File: config.mk
export PLATFORM = sky130hd
export DESIGN_NAME = bmdma_chan
export DESIGN_NICKNAME = d
export VERILOG_FILES = /design/src/rtl/bmdma_chan.sv
export SDC_FILE = /design/constraint.sdc
export NUM_CORES = 1
export LEC_CHECK = 0
export ABC_AREA = 1
export BUFFER_PORTS_ARGS = -buffer_cell sky130_fd_sc_hd__buf_2
export CORE_MARGIN = 8
export CORE_UTILIZATION = 38
export CTS_BUF_LIST = sky130_fd_sc_hd__clkbuf_16
export CTS_CLUSTER_DIAMETER = 60
export DETAILED_ROUTE_END_ITERATION = 10
export PLACE_DENSITY = 0.67
export SLEW_MARGIN = 5
export SYNTH_ARGS = -nofsm -noshare
export SYNTH_HDL_FRONTEND = slang
export SYNTH_SLANG_ARGS = --single-unit
File: constraint.sdc
create_clock -name clk -period 1.45 [get_ports clk]
set_input_delay 0.0725 -clock clk [delete_from_list [all_inputs] [get_ports clk]]
set_output_delay 0.0725 -clock clk [all_outputs]
set_load 0.01 [all_outputs]
File: src/rtl/bmdma_chan.sv
module bmdma_chan (
  input  logic       clk,
  input  logic       rst_n,
  input  logic       reg_wr,
  input  logic [1:0] reg_addr,
  input  logic [7:0] reg_wdata,
  output logic [7:0] reg_rdata,
  input  logic       eng_busy,
  input  logic       eng_done,
  input  logic       eng_fault,
  output logic       run,
  output logic       intr,
  output logic       xfer_good,
  output logic [1:0] udma_en,
  output logic [1:0] udma_fast,
  output logic [2:0] drv0_clks,
  output logic [2:0] drv1_clks
);

  logic       run_q, act_q, irq_q, err_q, dis_q;
  logic [1:0] cap_q;
  logic [7:0] udma_q;
  logic       wr_cmd, wr_sts, wr_udma, run_nx;
  logic [7:0] status;

  assign wr_cmd  = reg_wr && (reg_addr == 2'd0);
  assign wr_sts  = reg_wr && (reg_addr == 2'd2);
  assign wr_udma = reg_wr && (reg_addr == 2'd3);
  assign run_nx  = wr_cmd ? reg_wdata[0] : run_q;

  always_ff @(posedge clk or negedge rst_n) begin
    if (!rst_n) begin
      run_q  <= 1'b0;
      act_q  <= 1'b0;
      irq_q  <= 1'b0;
      err_q  <= 1'b0;
      cap_q  <= 2'b00;
      dis_q  <= 1'b0;
      udma_q <= 8'h00;
    end else begin
      run_q <= run_nx;
      act_q <= run_nx & eng_busy & ~eng_done;
      irq_q <= eng_done  | (irq_q & ~(wr_sts & reg_wdata[2]));
      err_q <= eng_fault | (err_q & ~(wr_sts & reg_wdata[1]));
      if (wr_sts) begin
        cap_q <= reg_wdata[6:5];
        dis_q <= reg_wdata[7];
      end
      if (wr_udma) udma_q <= reg_wdata;
    end
  end

  function automatic logic [2:0] clks_of(input logic [1:0] code);
    return (code == 2'd0) ? 3'd0 : {1'b0, code} + 3'd1;
  endfunction

  assign status    = {dis_q, cap_q, 2'b00, irq_q, err_q, act_q};
  assign run       = run_q;
  assign intr      = irq_q;
  assign xfer_good = (status[2:0] == 3'b100);
  assign udma_en   = udma_q[1:0];
  assign udma_fast = udma_q[3:2];
  assign drv0_clks = clks_of(udma_q[5:4]);
  assign drv1_clks = clks_of(udma_q[7:6]);

  always_comb begin
    case (reg_addr)
      2'd0:    reg_rdata = {7'd0, run_q};
      2'd2:    reg_rdata = status;
      2'd3:    reg_rdata = udma_q;
      default: reg_rdata = 8'h00;
    endcase
  end

endmodule


==> summary.md, run 1 <==
| Metric | Value |
|---|---|
| Outcome | completed |
| Min Tclk post-route | roughly 1200 ps |
| Hold Path Class | input pin to register |
| RR Startpoint | run |
| Critical path arrival | around 1100 ps |
| Largest area contributor in the netlist | dfrtp_1 |
| Sequential fraction of the synthesis area | a little under half |
| Root buffer cell | clkbuf_16 |
| Die area | a little under 4000 µm² |
| Initial DRC Count | 17 |
| CP max-delay cell | dfrtp_1 |
| Gr ovfl total | 0 |
| Most used DFF post-synth | dfrtp_1 |
| Crit path capture type | output pin |
| Post-synth EDFFs | 0 |
| H-Tree Depth | 1 |
| Synthesized cell area | between 800 and 900 µm² |
| Clk sinks | 15 |
| WP buf/inv | 3 |
| Die H | roughly 63 µm |
| Drt via density | 4.46 |
| PwrDens | ~1200 nW/µm² |
| Most used cell, CP | inv_1 |
| DRC Markers | 0 |
| Tightest Pin Transition | between 300 and 400 ps |
| Min setup slack post-route | roughly 240 ps |
| Final instance area | 1080 µm² |
| Number of cells on the critical path | 4 |
| # resized after CTS | 0 |
| Num rows | 17 |
| Syn Nets | between 100 and 150 |
| Post-synth ARST share | between 90% and 100% |
| Antenna diode count | 0 |
| Max Clock Skew | 0.00763 ps |
| CTS tree | built |
| Yosys synthesis warning count | 0 |
| DP Cell Count | ~160 |
| Antenna Nets Post-Route | 0 |
| Syn Inst Count | ~100 |
| Share of cells above drive strength 1 | between 30% and 40% |
| Total Wirelength | approximately 2000 µm |
| Final hold violation count | 0 |
| Static leakage | 0.644 nW |
| # port buffers | 36 |
| Total setup buffers inserted after CTS | 0 |
| 1st-pass router iterations | 4 |
| Synthesized area per cell | just under 8 µm² |
| Req. time, crit path | around 1400 ps |
| RSZ-0062 raised after global routing | no |
| Clock slew at reported path FFs | roughly 50 ps |
| Fmax achieved | 825 MHz |
| Worst slack, placed | approximately 500 ps |
| NumNets Final | between 150 and 200 |
| Max-Cap Viols | 0 |
| Largest net degree at the start of global routing | 16 |
| Crit path max-delay family | flip-flops |
| P&R area growth vs syn | 31.5% |
| Most instantiated cells after synthesis | nand2_1, dfrtp_1, inv_1 |
| Slew Limit Headroom | 77.6% |
| First-pass GRT wire length | ~3400 µm |
| R2R depth | 4 |
| Wire per inst | 11.8 µm |
| Worst path max stage delay | between 300 and 400 ps |
| GRT Total Usage | a little over a tenth |
| Min-delay src | eng_fault |
| Longest Clk Path Bufs | 2 |
| Final slew viol count | 0 |
| Count leader, synth | nand2_1 |
| Startpoint Class | register |
| Vias in the first global route | about 770 |
| Max VDD drop | 0.564 mV |
| Top cell type's share of synthesized area | between 40 and 50% |
| Initial Util | roughly two fifths |
| Hold Path Depth | 3 |
| Synth unique cells | 16 |
| Cell Count, Final, Fillers Out | 167 |
| Maximum fanout along the worst path | 3 |
| Final setup viols | 0 |
| Critical path launch point | udma_q[6] |
| FF+latch count, synth | 15 |
| Via count | between 700 and 800 |
| Worst skew pair latency | around 240 ps |
| Largest cells by area after synthesis | dfrtp_1, nand2_1, ha_1 |
| Core Area | 2130 µm² |
| Num CTS Buffers | 3 |
| Detail Placement HPWL | between 1500 and 2000 µm |
| Area after DPL | approximately 990 µm² |
| Filler cell count | ~230 |
| RePlAce Congestion | about 0.77 |
| Critical path type | register to output pin |
| I/O pins | 37 |
| Setup TNS | 0 ps |
| Die X | around 63 µm |
| Initial antenna violation count | 0 |
| Period utilization | about 84% |
| Power after layout | 1.35 mW |
| Worst path cell trace | inv_1 > ha_1 > inv_1 > buf_2 |
-- final timing paths --
kind / end / slack, ps
max: drv1_clks[1] / 240
min: err_q / 8
max reg2reg: run / 730
min reg2reg: dis_q / 490
max in group asynchronous: cap_q[1] / 940
min in group asynchronous: intr / 260
-- per-layer routing --
metal  global-route usage, %  share of wire (%)  vias up
met5                       0                  0        -
li1                        -                  -      383
met2                    19.4                 52       18
met3                    3.41                5.8        4
met4                    6.84                1.9        0
met1                    10.4                 40      340
-- per-stage QoR --
step                hold slack, ps  utilization (%)
global route                  20.5             50.8
global placement             -3.54             46.6
CTS                           6.99             50.8
detailed placement           -4.67             46.6
floorplan                     -223                -
finish                        8.07             50.8
-- what timing repair did --
item / 4_1_cts / 5_1_grt
setup endpoints to repair: 0 / 0
hold endpoints to repair: 15 / 0
hold buffers: 1 / 0
-- sequential cells by signal, indices dropped and copies added (netlist names) --
register  count
act_q         1
cap_q         2
dis_q         1
err_q         1
intr          1
run           1
udma_q        8
-- area by class of cell --
class	instances	area, µm²	area share, %
multi-input cells	68	342	31.6
well taps	28	35.0	3.24
clock buffers	3	75.1	6.94
clock inverters	1	5.00	0.463
repair buffers	37	190	17.6
inverters	15	58.8	5.44
flip-flops and latches	15	375	34.7
-- where the power goes --
group	switching (mW)	total, mW	internal (mW)
Combinational	0.172	0.296	0.124
Sequential	0.0453	0.523	0.477
Clock	0.164	0.532	0.368
Total	0.381	1.35	0.969
-- cell families after synthesis --
group | after synthesis | share of synthesized area, %
simple gates | 56 | 28.8
fa+ha+maj | 4 | 6.09
buf+inv | 21 | 12.8
flops | 15 | 45.7
compound gates | 8 | 6.70
-- worst reg2reg max path, cell delays in order (launching register included) --
cell	delay [ps]
dfrtp_1	390
inv_1	60
nand2_1	50
nand2_1	70
inv_1	40
-- layout by cell type, fill, tap and decap left out --
master,n
nor3b_1,1
dfrtp_1,15
inv_1,12
clkbuf_16,3
inv_4,1
nand3_1,8
nor2_1,4
o21ai_2,4
ha_1,4
dlygate4sd3_1,1
nand2_2,2
inv_2,2
clkinv_2,1
o21ai_1,4
buf_2,36
nand2_1,40
nor2_4,1
Power figures use the tool's default switching activity.
==> run 2: changes to the inputs <==
--- a/config.mk
+++ b/config.mk
@@ -5,14 +5,14 @@
 export SDC_FILE = /design/constraint.sdc
 export NUM_CORES = 1
 export LEC_CHECK = 0
-export ABC_AREA = 1
+export ABC_AREA = 0
 export BUFFER_PORTS_ARGS = -buffer_cell sky130_fd_sc_hd__buf_2
 export CORE_MARGIN = 8
 export CORE_UTILIZATION = 38
 export CTS_BUF_LIST = sky130_fd_sc_hd__clkbuf_16
 export CTS_CLUSTER_DIAMETER = 60
 export DETAILED_ROUTE_END_ITERATION = 10
-export PLACE_DENSITY = 0.67
+export PLACE_DENSITY = 0.66
 export SLEW_MARGIN = 5
 export SYNTH_ARGS = -nofsm -noshare
 export SYNTH_HDL_FRONTEND = slang
==> constraint.sdc (replaced) <==
create_clock -name clk -period 1.2 [get_ports clk]
set_input_delay 0.06 -clock clk [delete_from_list [all_inputs] [get_ports clk]]
set_output_delay 0.06 -clock clk [all_outputs]
set_load 0.01 [all_outputs]
==> run 2 against run 1 <==
The run now ends with setup timing left; first-iteration DRC count down 5.9%; highest routed layer unchanged; die area increased by 1.8%; clock skew increased by 1.6 ps; worst setup slack worse by 320 ps; sequential share of layout area down 1.6 points; critical endpoint is now reg_rdata[0]; global-route usage is 0.47 points lower; largest power group is now sequential cells; combinational power grew 58%; routed wire length increased by 0.92%; cell area increased by 4.9%; clock power up 19%.
==> summary.md, run 2 <==
| Metric | Value |
|---|---|
| Violated checks | setup timing |
| Longest Clk Path Bufs | 2 |
| P&R area growth vs syn | 34.6% |
| Total Wirelength | about 2000 µm |
| Mux cell area share after synthesis | approximately a quarter |
| CTS tree | built |
| Outcome | finished with violations |
| Fmax achieved | 781 MHz |
| Wire per inst | about 15 µm |
| Synthesized area per cell | roughly 13 µm² |
| Largest regs | udma_q: 8 flops, cap_q: 2 flops |
| Static leakage | roughly 0.58 nW |
| Largest reg by FF count | udma_q |
| Simple-gate share of the synthesized area | between 10 and 15% |
| Max reg flops | 8 |
| Core Util, Final | approximately 53% |
| DRC Markers | 0 |
| Final slew viol count | 0 |
| Critical path arrival | roughly 1200 ps |
| Sequential share of power | between 30% and 40% |
| Syn Nets | a little under 90 |
| Max VDD drop | just under 1 mV |
| Maximum fanout along the worst path | 2 |
| Most common cell after layout, fill and taps aside | buf_2 |
| Antenna diode count | 0 |
| Top cell type's share of synthesized area | approximately 45% |
| Final setup viols | 1 |
| Cell internal pwr | between 1 and 1.5 mW |
| Post-synth ARST share | 100% |
| Via count | about 620 |
| Count leader, synth | dfrtp_1 |
| Switching power | roughly 470 µW |
| Met3 wire length | approximately 120 µm |
| Wire length on met2 | roughly 1100 µm |
| Die X | around 63 µm |
| RR Endpoint | udma_q[0] |
| RePlAce Congestion | between 0.6 and 0.7 |
| Largest cells by area after synthesis | dfrtp_1, mux2_2, mux2i_1 |
| Root buffer cell | clkbuf_16 |
| PwrDens | approximately 1500 nW/µm² |
| Clock slew at reported path FFs | approximately 50 ps |
| Max-Cap Viols | 0 |
| GRT Total Usage | between 10% and 20% |
| Final hold violation count | 0 |
| Initial antenna violation count | 0 |
| R2r setup slk | 320 ps |
| Sw Share | about 27% |
| Die area | 3980 µm² |
| Worst slack, placed | ~140 ps |
| Setup crit end | reg_rdata[0] |
| Critical path launch point | udma_q[0] |
| Initial Util | between 30% and 40% |
| Detail Placement HPWL | around 1500 µm |
| Most instantiated cells after synthesis | dfrtp_1, mux2_2, mux2i_1 |
| Post-Synth Adder-Cell Area | 5.94% |
| Largest area contributor in the netlist | dfrtp_1 |
| Vias in the first global route | between 600 and 700 |
| RR Startpoint | udma_q[0] |
| Clk sinks | 15 |
| Sequential fraction of the synthesis area | 44.6% |
| First-pass GRT wire length | between 3000 and 4000 µm |
| Initial DRC Count | 16 |
| Filler cell count | around 200 |
| Num rows | 17 |
| Post-synthesis compound-gate area fraction | under 10% |
| RSZ-0062 raised after global routing | yes |
| Yosys synthesis warning count | 0 |
| Setup TNS | -81.1 ps |
| Most used DFF post-synth | dfrtp_1 |
| Core Area | 2150 µm² |
| Synthesized cell area | between 800 and 900 µm² |
| Tightest Pin Transition | 344 ps |
| Clock Power Share | between 30% and 40% |
| Req. time, crit path | 1140 ps |
| Critical path type | register to output pin |
| Min setup slack post-route | -81.1 ps |
| H-Tree Depth | 1 |
| R2R depth | 2 |
| Slew Limit Headroom | between 70% and 80% |
| DRT met1 WL | around 770 µm |
| Syn Inst Count | 67 |
| Startpoint Class | register |
| Drt via density | about 4.7 |
| Post-synth EDFFs | 0 |
| Worst skew pair latency | between 200 and 250 ps |
| 1st-pass router iterations | 4 |
| Max Clock Skew | 1.61 ps |
| Main combinational cell family by area after synthesis | multiplexers |
| Crit path capture type | output pin |
| Hold Path Class | input pin to register |
| NumNets Final | between 100 and 150 |
| Synth Area in XOR/XNOR | 0% |
| Gr ovfl total | 0 |
| Synth unique cells | 17 |
| Min Tclk post-route | approximately 1300 ps |
| Logic pwr share | a little over a quarter |
| # port buffers | 36 |
| FF+latch count, synth | 15 |
| Commonest non-fill, non-tap cells in the layout | buf_2, dfrtp_1, mux2_2 |
| Die H | 63.1 µm |
| Antenna Nets Post-Route | 0 |
| Num CTS Buffers | 3 |
| Largest net degree at the start of global routing | 16 |
| Share of cells above drive strength 1 | a little over half |
| I/O pins | 37 |
| Max Used Layer | met4 |
| Period utilization | 107% |
run 2: changes by cell type after synthesis, moves of 4 or more:
| cell | change |
|---|---|
| inv_1 | -8 |
| mux2_2 | +13 |
| mux2i_1 | +6 |
| nand2_1 | -40 |
| nand3_1 | -8 |
| nor2b_1 | +5 |
| o21ai_1 | -4 |
| o21ai_2 | -4 |
run 2: routing by layer:
layer,vias to the layer above,track usage [%]
met2,17,17.7
li1,308,-
met3,2,3.36
met1,297,10.8
met5,-,0
met4,0,5.98
run 2: logic make-up after synthesis:
family          Yosys count
mux                      19
buf+inv                  10
fa+ha+maj                 4
compound gates            3
flops                    15
simple gates             16
run 2: how the worst min path moves through the flow:
stage,depth (start not counted),slack [ps],end,start
final,2,50,udma_q[4],reg_wdata[4]
after global routing,2,50,udma_q[3],reg_wdata[3]
after CTS,2,50,udma_q[3],reg_wdata[3]
after detailed placement,1,-10,udma_q[7],rst_n
after global placement,1,-20,udma_q[7],rst_n
after floorplan,0,-240,act_q,rst_n
run 2: what timing repair did:
item	4_1_cts	5_1_grt
pin swaps	1	1
hold buffers	1	0
gates cloned	0	0
resized for setup	0	1
setup buffers	2	1
endpoints found under the setup margin	1	3
endpoints found under the hold margin	15	0
run 2: through the flow:
stage	area [µm²]	std cells	total power, mW	hold slack, ps
floorplan	842	67	0.938	-236
global placement	1020	126	1.07	-18.8
detailed placement	1020	126	1.09	-11.3
CTS	1120	133	1.75	48.9
global route	1130	134	1.85	52.2
finish	1130	134	1.75	50.5
run 2: critical path: stages (launching register included):
cell     delay, ps
dfrtp_1        370
mux2_2         270
a22o_1         210
buf_2          140
run 2: power groups by stage:
stage	sequential [mW]	clock (mW)	combinational, mW
finish	0.650	0.635	0.468
global route	0.661	0.679	0.515
floorplan	0.647	0	0.291
CTS	0.651	0.647	0.450
detailed placement	0.660	0	0.431
global placement	0.654	0	0.420
run 2: area by class of cell:
class	count	area [µm²]	share of cell area (%)
Clock inverter	1	3.75	0.331
Tap cell	28	35.0	3.09
Sequential cell	15	375	33.1
Multi-Input combinational cell	42	403	35.5
Clock buffer	3	75.1	6.62
Timing Repair Buffer	41	226	20.0
Inverter	4	15.0	1.32
==> run 3: changes to the inputs <==
--- a/config.mk
+++ b/config.mk
@@ -13,6 +13,7 @@
 export CTS_CLUSTER_DIAMETER = 60
 export DETAILED_ROUTE_END_ITERATION = 10
 export PLACE_DENSITY = 0.66
+export SETUP_SLACK_MARGIN = 0.15
 export SLEW_MARGIN = 5
 export SYNTH_ARGS = -nofsm -noshare
 export SYNTH_HDL_FRONTEND = slang
==> run 3 against run 2 <==
The run still ends with setup timing left; cell count increased by 4.5%; routed wire length rose by 11%; non-clock buffer count grew 6; combinational power rose by 38%; first-iteration DRC count down 31%; clock skew is essentially flat; worst setup slack got worse by 0.95 ps; fmax hardly changed; sequential share of layout area down 3.6 points; via count up 6.9%; highest routed layer unchanged.
==> summary.md, run 3 (synthesized netlist as in run 2, its figures left out) <==
| Metric | Value |
|---|---|
| Final setup viols | 3 |
| Fmax achieved | 780 MHz |
| First-pass GRT wire length | between 3000 and 4000 µm |
| I/O pins | 37 |
| 1st-pass router iterations | 3 |
| CTS tree | built |
| Critical path type | register to output pin |
| Antenna Nets Post-Route | 0 |
| Commonest non-fill, non-tap cells in the layout | buf_2, dfrtp_1, mux2_2 |
| Die H | about 63 µm |
| Detail Placement HPWL | around 1500 µm |
| Total Wirelength | 2210 µm |
| Cell Count, Final, Fillers Out | 140 |
| Largest regs | udma_q: 8 flops, cap_q: 2 flops |
| Gr ovfl total | 0 |
| Initial Util | approximately two fifths |
| Startpoint Class | register |
| Final hold violation count | 0 |
| Root buffer cell | clkbuf_16 |
| Max Clock Skew | approximately 1.7 ps |
| Crit path capture type | output pin |
| H-Tree Depth | 1 |
| RSZ-0062 raised after global routing | yes |
| Initial antenna violation count | 0 |
| Min setup slack post-route | -82.1 ps |
| NumNets Final | roughly 130 |
| Antenna diode count | 0 |
| Via count | approximately 670 |
| # port buffers | 36 |
| Num rows | 17 |
| Min Tclk post-route | roughly 1300 ps |
| Worst slack, placed | ~140 ps |
| Most common cell after layout, fill and taps aside | buf_2 |
| Outcome | finished with violations |
| Share of cells above drive strength 1 | around 64% |
| Vias in the first global route | 711 |
| Max VDD drop | roughly 1 mV |
| Wire per inst | approximately 16 µm |
| Max-Cap Viols | 0 |
| Largest reg by FF count | udma_q |
| Tightest Pin Transition | between 300 and 400 ps |
| Critical path arrival | roughly 1200 ps |
| Slew Limit Headroom | slightly below 80% |
| Final slew viol count | 0 |
| Setup TNS | -107 ps |
| Longest Clk Path Bufs | 2 |
| Core Util, Final | 59.5% |
| Clock slew at reported path FFs | about 50 ps |
| GRT Total Usage | a little over a tenth |
| Req. time, crit path | 1140 ps |
| Worst skew pair latency | between 200 and 250 ps |
| Die X | 63.1 µm |
| Maximum fanout along the worst path | 2 |
| Power after layout | between 1.5 and 2 mW |
| Violated checks | setup timing |
| Largest net degree at the start of global routing | 16 |
| Max reg flops | 8 |
| RePlAce Congestion | roughly 0.69 |
| Initial DRC Count | 11 |
| DRC Markers | 0 |
| Static leakage | roughly 0.62 nW |
| PwrDens | 1520 nW/µm² |
| Num CTS Buffers | 3 |
| Hold Path Class | input pin to register |
| Clk sinks | 15 |
| P&R area growth vs syn | 51.7% |
| DP Cell Count | approximately 130 |
| Core Area | ~2100 µm² |
| Die area | just under 4000 µm² |
| Drt via density | ~4.8 |
| Period utilization | 107% |
run 3: changes by cell type in the layout (fill, tap and decap cells not counted), sizes merged:
cell,change
buf,+6
run 3: worst max-delay path, stage by stage, from the launching register on:
cell     delay [ps]
dfrtp_1         370
mux2_2          260
a22o_1          210
buf_2           140
run 3: path summary, 6_finish.rpt:
path	end	slack, ps	cells past startpoint	startpoint
max	reg_rdata[0]	-80	3	act_q
min	udma_q[3]	50	2	reg_wdata[3]
max reg2reg	udma_q[0]	200	3	udma_q[0]
min reg2reg	dis_q	510	1	dis_q
max in group asynchronous	udma_q[7]	660	2	rst_n
min in group asynchronous	dis_q	260	2	rst_n
run 3: final cells by class:
type,instances,area (µm²)
fill,188,871
multi-input combinational,42,448
sequential,15,377
timing repair buffer,47,324
clock buffer,3,75.1
tap,28,35.0
inverter,4,15.0
clock inverter,1,3.75
run 3: per-stage QoR:
step / instance area (µm²) / hold WS, ps
6_report: 1280 / 48.2
5_1_grt: 1280 / 51.8
4_1_cts: 1200 / 48.9
3_5_place_dp: 1020 / -11.3
3_3_place_gp: 1020 / -18.8
2_1_floorplan: 842 / -236
run 3: layer usage:
layer  part of all wire (%)  global-route usage [%]  up-vias  wire length, µm
met3                    5.8                    3.36        4              129
met4                    3.4                    5.98        0               76
met5                      0                       0        -                0
li1                       -                       -      322                -
met1                     39                    11.4      322              851
met2                     52                    18.3       19             1150
run 3: timing repair:
action | 4_1_cts | 5_1_grt
endpoints found under the hold margin | 15 | 0
pin swaps | 4 | 1
hold buffers | 1 | 0
setup buffers | 5 | 4
gates resized for setup | 10 | 12
setup endpoints to repair | 7 | 14
run 3: power breakdown:
group,internal [mW],switching (mW),total (mW),leakage (nW)
logic,0.375,0.270,0.645,0.409
clock network,0.441,0.202,0.644,0.0423
registers,0.590,0.0650,0.656,0.173
total,1.41,0.538,1.94,0.624
